--- src/rtl/ret_stack_pkg.sv ---
// Package: shared types for the return stack.
// Assumes: one operation per cycle is chosen by the control logic.
package ret_stack_pkg;
    typedef enum logic [1:0] {
        SOP_HOLD  = 2'd0,  // keep contents
        SOP_DOWN  = 2'd1,  // push: everything moves one level deeper
        SOP_UP    = 2'd2,  // pop: everything moves one level up
        SOP_SWAP  = 2'd3   // push and pop together: top replaced
    } slot_op_e;
endpackage

--- src/rtl/ret_stack_slot.sv ---
// Module: one storage level of the return stack.
// Loads from the level above on a push, from the level below on a pop,
// and (top level only) from the level above on a swap.
// Assumes: the parent feeds the new word as "above" for the top level
// and zero as "below" for the bottom level.
module ret_stack_slot
    import ret_stack_pkg::*;
#(
    parameter int W      = 13,
    parameter bit IS_TOP = 1'b0
) (
    input  logic         clk,
    input  logic         rst_n,
    input  slot_op_e     op_i,
    input  logic [W-1:0] above_i,
    input  logic [W-1:0] below_i,
    output logic [W-1:0] q_o
);
    logic [W-1:0] q_q;

    // Storage register: select source per operation, clear on reset.
    always_ff @(posedge clk) begin
        if (!rst_n) begin
            q_q <= '0;
        end else begin
            case (op_i)
                SOP_DOWN: q_q <= above_i;
                SOP_UP:   q_q <= below_i;
                SOP_SWAP: if (IS_TOP) q_q <= above_i;
                default:  q_q <= q_q;
            endcase
        end
    end

    assign q_o = q_q;
endmodule

--- src/rtl/ret_stack_ctrl.sv ---
// Module: occupancy counter and operation decode for the return stack.
// Decides the storage operation, tracks depth, raises overflow/underflow.
// Assumes: push and pop may be requested in the same cycle.
module ret_stack_ctrl
    import ret_stack_pkg::*;
#(
    parameter int DEPTH = 4,
    parameter int CNT_W = $clog2(DEPTH + 1)
) (
    input  logic             clk,
    input  logic             rst_n,
    input  logic             push_i,
    input  logic             pop_i,
    output slot_op_e         op_o,
    output logic [CNT_W-1:0] cnt_o,
    output logic             empty_o,
    output logic             overflow_o,
    output logic             underflow_o
);
    localparam logic [CNT_W-1:0] FULL_CNT = CNT_W'(DEPTH);
    localparam logic [CNT_W-1:0] ONE_CNT  = CNT_W'(1);

    logic [CNT_W-1:0] cnt_q, cnt_d;
    logic             full;

    assign full    = (cnt_q == FULL_CNT);
    assign empty_o = (cnt_q == '0);

    // Operation decode: which way the storage levels move this cycle.
    always_comb begin
        if (push_i && pop_i)      op_o = SOP_SWAP;
        else if (push_i)          op_o = SOP_DOWN;
        else if (pop_i && !empty_o) op_o = SOP_UP;
        else                      op_o = SOP_HOLD;
    end

    // Next depth: saturate at full, floor at empty, swap keeps level.
    always_comb begin
        cnt_d = cnt_q;
        if (push_i && pop_i)  cnt_d = empty_o ? ONE_CNT : cnt_q;
        else if (push_i)      cnt_d = full ? cnt_q : cnt_q + ONE_CNT;
        else if (pop_i)       cnt_d = empty_o ? cnt_q : cnt_q - ONE_CNT;
    end

    // Depth register with synchronous clear.
    always_ff @(posedge clk) begin
        if (!rst_n) cnt_q <= '0;
        else        cnt_q <= cnt_d;
    end

    assign overflow_o  = push_i && !pop_i && full;
    assign underflow_o = pop_i && empty_o;
    assign cnt_o       = cnt_q;

    // depth never exceeds the number of levels.
    a_r2_depth_bound: assert property (@(posedge clk) disable iff (!rst_n)
        cnt_q <= FULL_CNT);
    // a lone push below full adds one level.
    a_r2_push_grows: assert property (@(posedge clk) disable iff (!rst_n)
        (push_i && !pop_i && !full) |=> (cnt_q == $past(cnt_q) + ONE_CNT));
    // losing an entry leaves the stack full.
    a_r3_overflow_full: assert property (@(posedge clk) disable iff (!rst_n)
        overflow_o |=> (cnt_q == FULL_CNT));
    // a lone pop of an empty stack keeps it empty.
    a_r4_underflow_empty: assert property (@(posedge clk) disable iff (!rst_n)
        (underflow_o && !push_i) |=> (cnt_q == '0));
    // simultaneous push and pop on a non-empty stack keeps depth.
    a_r7_swap_depth: assert property (@(posedge clk) disable iff (!rst_n)
        (push_i && pop_i && !empty_o) |=> $stable(cnt_q));
endmodule

--- src/rtl/ret_stack_port.sv ---
// Module: return-side formatting for the return stack.
// Splits the top word into PC and carry, zeroes it when no valid pop,
// and raises the carry-load enable only for interrupt returns.
// Assumes: top_i is the current top entry, carry in the MSB.
module ret_stack_port #(
    parameter int PC_W = 12
) (
    input  logic            clk,
    input  logic            rst_n,
    input  logic            pop_i,
    input  logic            irq_i,
    input  logic            empty_i,
    input  logic [PC_W:0]   top_i,
    output logic [PC_W-1:0] ret_pc_o,
    output logic            ret_cy_o,
    output logic            cy_load_o
);
    logic hit;

    // Return word: top entry on a valid pop, zero otherwise.
    always_comb begin
        hit       = pop_i && !empty_i;
        ret_pc_o  = hit ? top_i[PC_W-1:0] : '0;
        ret_cy_o  = hit ? top_i[PC_W] : 1'b0;
        cy_load_o = hit && irq_i;
    end

    // an empty pop returns zero and never loads the carry.
    a_r4_empty_zero: assert property (@(posedge clk) disable iff (!rst_n)
        (pop_i && empty_i) |-> (ret_pc_o == '0 && !ret_cy_o && !cy_load_o));
    // return-constant never loads the carry.
    a_r6_const_no_load: assert property (@(posedge clk) disable iff (!rst_n)
        (pop_i && !irq_i) |-> !cy_load_o);
    // no pop, no return data.
    a_r9_idle_quiet: assert property (@(posedge clk) disable iff (!rst_n)
        !pop_i |-> (ret_pc_o == '0 && !ret_cy_o && !cy_load_o));
endmodule

--- src/rtl/ret_stack.sv ---
// Module: four-level return stack saving carry and PC.
// Level 0 is the top; pushes shift older words deeper, the deepest is
// dropped when full; pops shift words up and fill the bottom with zero.
// Assumes: one push and/or one pop request per cycle.
module ret_stack
    import ret_stack_pkg::*;
#(
    parameter int PC_W  = 12,
    parameter int DEPTH = 4
) (
    input  logic                         clk,
    input  logic                         rst_n,
    input  logic                         push_i,
    input  logic [PC_W-1:0]              push_pc_i,
    input  logic                         push_cy_i,
    input  logic                         pop_i,
    input  logic                         pop_irq_i,
    output logic [PC_W-1:0]              ret_pc_o,
    output logic                         ret_cy_o,
    output logic                         cy_load_o,
    output logic                         overflow_o,
    output logic                         underflow_o,
    output logic [$clog2(DEPTH+1)-1:0]   depth_o
);
    localparam int W     = PC_W + 1;
    localparam int CNT_W = $clog2(DEPTH + 1);

    slot_op_e     op;
    logic         empty;
    logic [W-1:0] new_word;
    logic [W-1:0] lvl [DEPTH];

    assign new_word = {push_cy_i, push_pc_i};

    ret_stack_ctrl #(.DEPTH(DEPTH), .CNT_W(CNT_W)) u_ctrl (
        .clk         (clk),
        .rst_n       (rst_n),
        .push_i      (push_i),
        .pop_i       (pop_i),
        .op_o        (op),
        .cnt_o       (depth_o),
        .empty_o     (empty),
        .overflow_o  (overflow_o),
        .underflow_o (underflow_o)
    );

    for (genvar i = 0; i < DEPTH; i++) begin : g_lvl
        logic [W-1:0] above, below;
        if (i == 0) begin : g_top
            assign above = new_word;
        end else begin : g_mid
            assign above = lvl[i-1];
        end
        if (i == DEPTH - 1) begin : g_bot
            assign below = '0;
        end else begin : g_upper
            assign below = lvl[i+1];
        end
        ret_stack_slot #(.W(W), .IS_TOP(i == 0)) u_slot (
            .clk     (clk),
            .rst_n   (rst_n),
            .op_i    (op),
            .above_i (above),
            .below_i (below),
            .q_o     (lvl[i])
        );
    end

    ret_stack_port #(.PC_W(PC_W)) u_port (
        .clk       (clk),
        .rst_n     (rst_n),
        .pop_i     (pop_i),
        .irq_i     (pop_irq_i),
        .empty_i   (empty),
        .top_i     (lvl[0]),
        .ret_pc_o  (ret_pc_o),
        .ret_cy_o  (ret_cy_o),
        .cy_load_o (cy_load_o)
    );

    // any push leaves the pushed word on top.
    a_r1_push_on_top: assert property (@(posedge clk) disable iff (!rst_n)
        push_i |=> (lvl[0] == $past(new_word)));
endmodule

--- config.mk ---
export PLATFORM = sky130hd
export DESIGN_NAME = ret_stack
export DESIGN_NICKNAME = d
export VERILOG_FILES = /design/src/rtl/ret_stack_pkg.sv /design/src/rtl/ret_stack_slot.sv /design/src/rtl/ret_stack_ctrl.sv /design/src/rtl/ret_stack_port.sv /design/src/rtl/ret_stack.sv
export SDC_FILE = /design/constraint.sdc
export NUM_CORES = 1
export LEC_CHECK = 0
export BUFFER_PORTS_ARGS = -buffer_cell sky130_fd_sc_hd__buf_2
export CORE_MARGIN = 2
export CORE_UTILIZATION = 62
export DETAILED_ROUTE_END_ITERATION = 10
export PLACE_DENSITY = 0.85
export RECOVER_POWER = 25
export SLEW_MARGIN = 20
export SYNTH_ARGS = -nofsm -noshare
export SYNTH_HDL_FRONTEND = slang
export SYNTH_SLANG_ARGS = --single-unit
--- constraint.sdc ---
create_clock -name clk -period 3.5 [get_ports clk]
set_input_delay 0.35 -clock clk [delete_from_list [all_inputs] [get_ports clk]]
set_output_delay 0.35 -clock clk [all_outputs]
set_load 0.05 [all_outputs]
==> results.md <==
- Status: complete, but fails checks
- Failing checks: max-capacitance violations, max-slew violations
- Maximum VDD drop: 0.254 mV
- CTS max path bufs: 2
- I/O Pins: 37
- RSZ-0062 raised after global routing: false
- Diode count: 0
- Fmax: 346 MHz
- Commonest non-fill, non-tap cell in the layout: dfxtp_1
- Type of origin of the critical path: input pin
- Die area: 5050 um^2
- Pwr/cell area: 448 nW/um^2
- Post-route setup slack: 613 ps
- Gpl congestion: 0.739
- Primary FF master, synth: dfxtp_1
- Fin nets: 358
- Layout cells sized above 1: 10.1%
- Count of different cell masters after synthesis: 33
- Vias/cell: 5.46
- Comb pwr share: 22.8%
- Ranking of synthesized cells by area: dfxtp_1 (39%), mux2i_1 (14%), and2_1 (12%)
- Fillers: 353
- Commonest cells after routing, fill and taps aside: dfxtp_1 (55), and2_1 (53), nand2_1 (40), mux2i_1 (39), o21ai_1 (28)
- CTS resizes: 0
- Crit path kind: input pin to flop
- Max Cap Viol: 1
- Hold Fails Final Rpt: 0
- Multi-input logic area: 1530 um^2
- Setup TNS: 0 ps
- Hold Path Class: input pin to flop
- P_sw: 0.443 mW
- Int Pwr: 0.900 mW
- Post-synthesis sequential area ratio: 39.5%
- Tmin final: 2890 ps
- Initial antenna violation count: 0
- Clock Tree Root: clkbuf_8
- H-tree depth: 2
- Via total after detailed routing: 2131
- Number of global-route vias before repair: 2104
- Largest net degree at the start of global routing: 57
- Total grt overflow: 0
- Fin. max-slew vios: 23
- FF/Latch Area: 1100 um^2
- Pre-CTS WS: 945 ps
- # setup viols final: 0
- # rows: 24
- Remaining routing DRC violations: 0
- Sw Ratio: 33.0%
- Number of flops mapped to enable cells by yosys: 0
- Final period utilization: 82.5%
- Critical Path End Type: flop
- Sequential share of power: 50.5%
- Post-route ant nets: 0
- Slew @ Worst Pin: 1670 ps
- Area leader, netlist: dfxtp_1
- IO Port Bufs: 36
- First-pass GRT wire length: 9010 um
- Die height: 71.1 um
- Setup bufs post-CTS: 0
- Leakage Power: 1.12 nW
- Syn. warnings: 0
- Reg clk slew, reported paths: 100 ps
- Synthesized instance count: 320
- Critical path cell sequence: clkbuf_1, inv_1, ha_2, buf_12, nor3b_1, a21oi_1, nor2b_1
- Top-area cell type share of the netlist area: 39.5%
- Crit path arrival time: 3100 ps
- DP HPWL: 3530 um
- Core ar.: 4350 um^2
- Worst Path Required: 3720 ps
- DIE WIDTH: 71.1 um
- Total GRT Usage: 22.1%
- Synth-to-Final Area Change: 7.44%
- CTS tree: done
- Clock Skew: 5.75 ps
- Iteration-0 DRC count of the detailed router: 79
- CTS Hold Bufs: 0
- CP max stage delay: 1180 ps
- Post-Syn Area per Cell: 8.72 um^2
- CP max FO: 46
- Critical path's slowest cell: clkbuf_1
- Final Core Density: 68.9%
- Initial Utilization: 64.1%
- Total clock sinks: 55
- Drt pass-1 iters: 4
- Synth Net Count: 341
- Routed wire length: 5280 um
- Async SR Flop Fraction: 0%
- Slew headroom: -11.2%
- Clk pwr share: 26.7%
- Synth Cell Area: 2790 um^2
- Later-pin clock latency in the skew report: 310 ps
- Synth Register Bits: 55
- CTS buffer count: 5
- Routed len/inst: 13.5 um
[metal layers]
| metal | routed length, um | share of wire [%] | vias to the layer above | GRT usage [%] |
|---|---|---|---|---|
| li1 | - | - | 1105 | - |
| met1 | 2320 | 44 | 979 | 25.2 |
| met2 | 2700 | 51 | 37 | 40.9 |
| met3 | 179 | 3.4 | 10 | 5.27 |
| met4 | 83 | 1.6 | 0 | 6.29 |
| met5 | 0 | 0 | - | 0 |
[synth_stat cells (3+ instances only)]
| cell type | count |
|---|---|
| a21oi_1 | 13 |
| and2_1 | 53 |
| buf_2 | 8 |
| buf_6 | 3 |
| clkbuf_1 | 14 |
| dfxtp_1 | 55 |
| inv_1 | 3 |
| mux2i_1 | 39 |
| nand2_1 | 40 |
| nor2_1 | 3 |
| nor2b_1 | 13 |
| nor3b_1 | 13 |
| o21ai_0 | 11 |
| o21ai_1 | 28 |
[through the flow]
| step | instance area [um^2] | std cells | hold WS [ps] | power, mW |
|---|---|---|---|---|
| finish | 3000 | 390 | 417 | 1.34 |
| global route | 3000 | 390 | 433 | 1.41 |
| CTS | 3020 | 390 | 399 | 1.36 |
| detailed placement | 2930 | 382 | 501 | 1.00 |
| global placement | 2930 | 382 | 497 | 0.993 |
| floorplan | 2790 | 320 | 479 | 0.941 |
[path summary, 6_finish.rpt]
kind | startpoint | end | slack, ps | cells after the start
setup / recovery | push_i | g_lvl[3].u_slot.q_o[8]$_SDFFE_PN0P_ | 610 | 7
hold / removal | push_pc_i[0] | g_lvl[0].u_slot.q_o[0]$_SDFFE_PN0P_ | 420 | 4
setup reg to reg | u_ctrl.cnt_o[1]$_SDFFE_PN0P_ | g_lvl[1].u_slot.q_o[1]$_SDFFE_PN0P_ | 1020 | 7
hold reg to reg | g_lvl[3].u_slot.q_o[4]$_SDFFE_PN0P_ | g_lvl[3].u_slot.q_o[4]$_SDFFE_PN0P_ | 530 | 2
[cell families (layout without fill, tap and decap cells)]
kind of cell	count (synthesis)	count (layout)	share of synthesized area [%]
AND/OR/NAND/NOR	129	129	26.0
AO/OA/AOI/OAI	60	60	11.8
multiplexers	39	39	14.0
adder cells (fa/ha/maj)	3	3	1.61
XOR/XNOR	2	2	1.30
buffers and inverters	32	50	5.78
flip-flops	55	55	39.5
[sequential cells by signal, indices dropped and copies added, names as in the netlist]
| name | cells |
|---|---|
| g_lvl.u_slot.q_o | 52 |
| u_ctrl.cnt_o | 3 |
[area by class of cell]
type                       count  area share [%]
sequential                    55            36.7
inverter                       4           0.501
tap                           52            2.17
clock buffer                   5            2.30
clock inverter                 3           0.751
timing repair buffer          38            6.68
multi-input combinational    233            50.9
[power by group through the flow]
stage / Clock [mW] / Combinational (mW) / Sequential, mW
after floorplan: 0 / 0.243 / 0.698
after global placement: 0 / 0.301 / 0.691
after detailed placement: 0 / 0.312 / 0.692
after CTS: 0.372 / 0.313 / 0.678
after global routing: 0.396 / 0.336 / 0.682
final: 0.359 / 0.307 / 0.678
[worst max-delay path, delay by kind of cell]
kind	cells	cell delay, ps
AO/OA/AOI/OAI	1	130
buffers and inverters	3	1680
AND/OR/NAND/NOR	2	140
adder cells (fa/ha/maj)	1	770
Note: power is estimated with default switching activity, not from simulation.
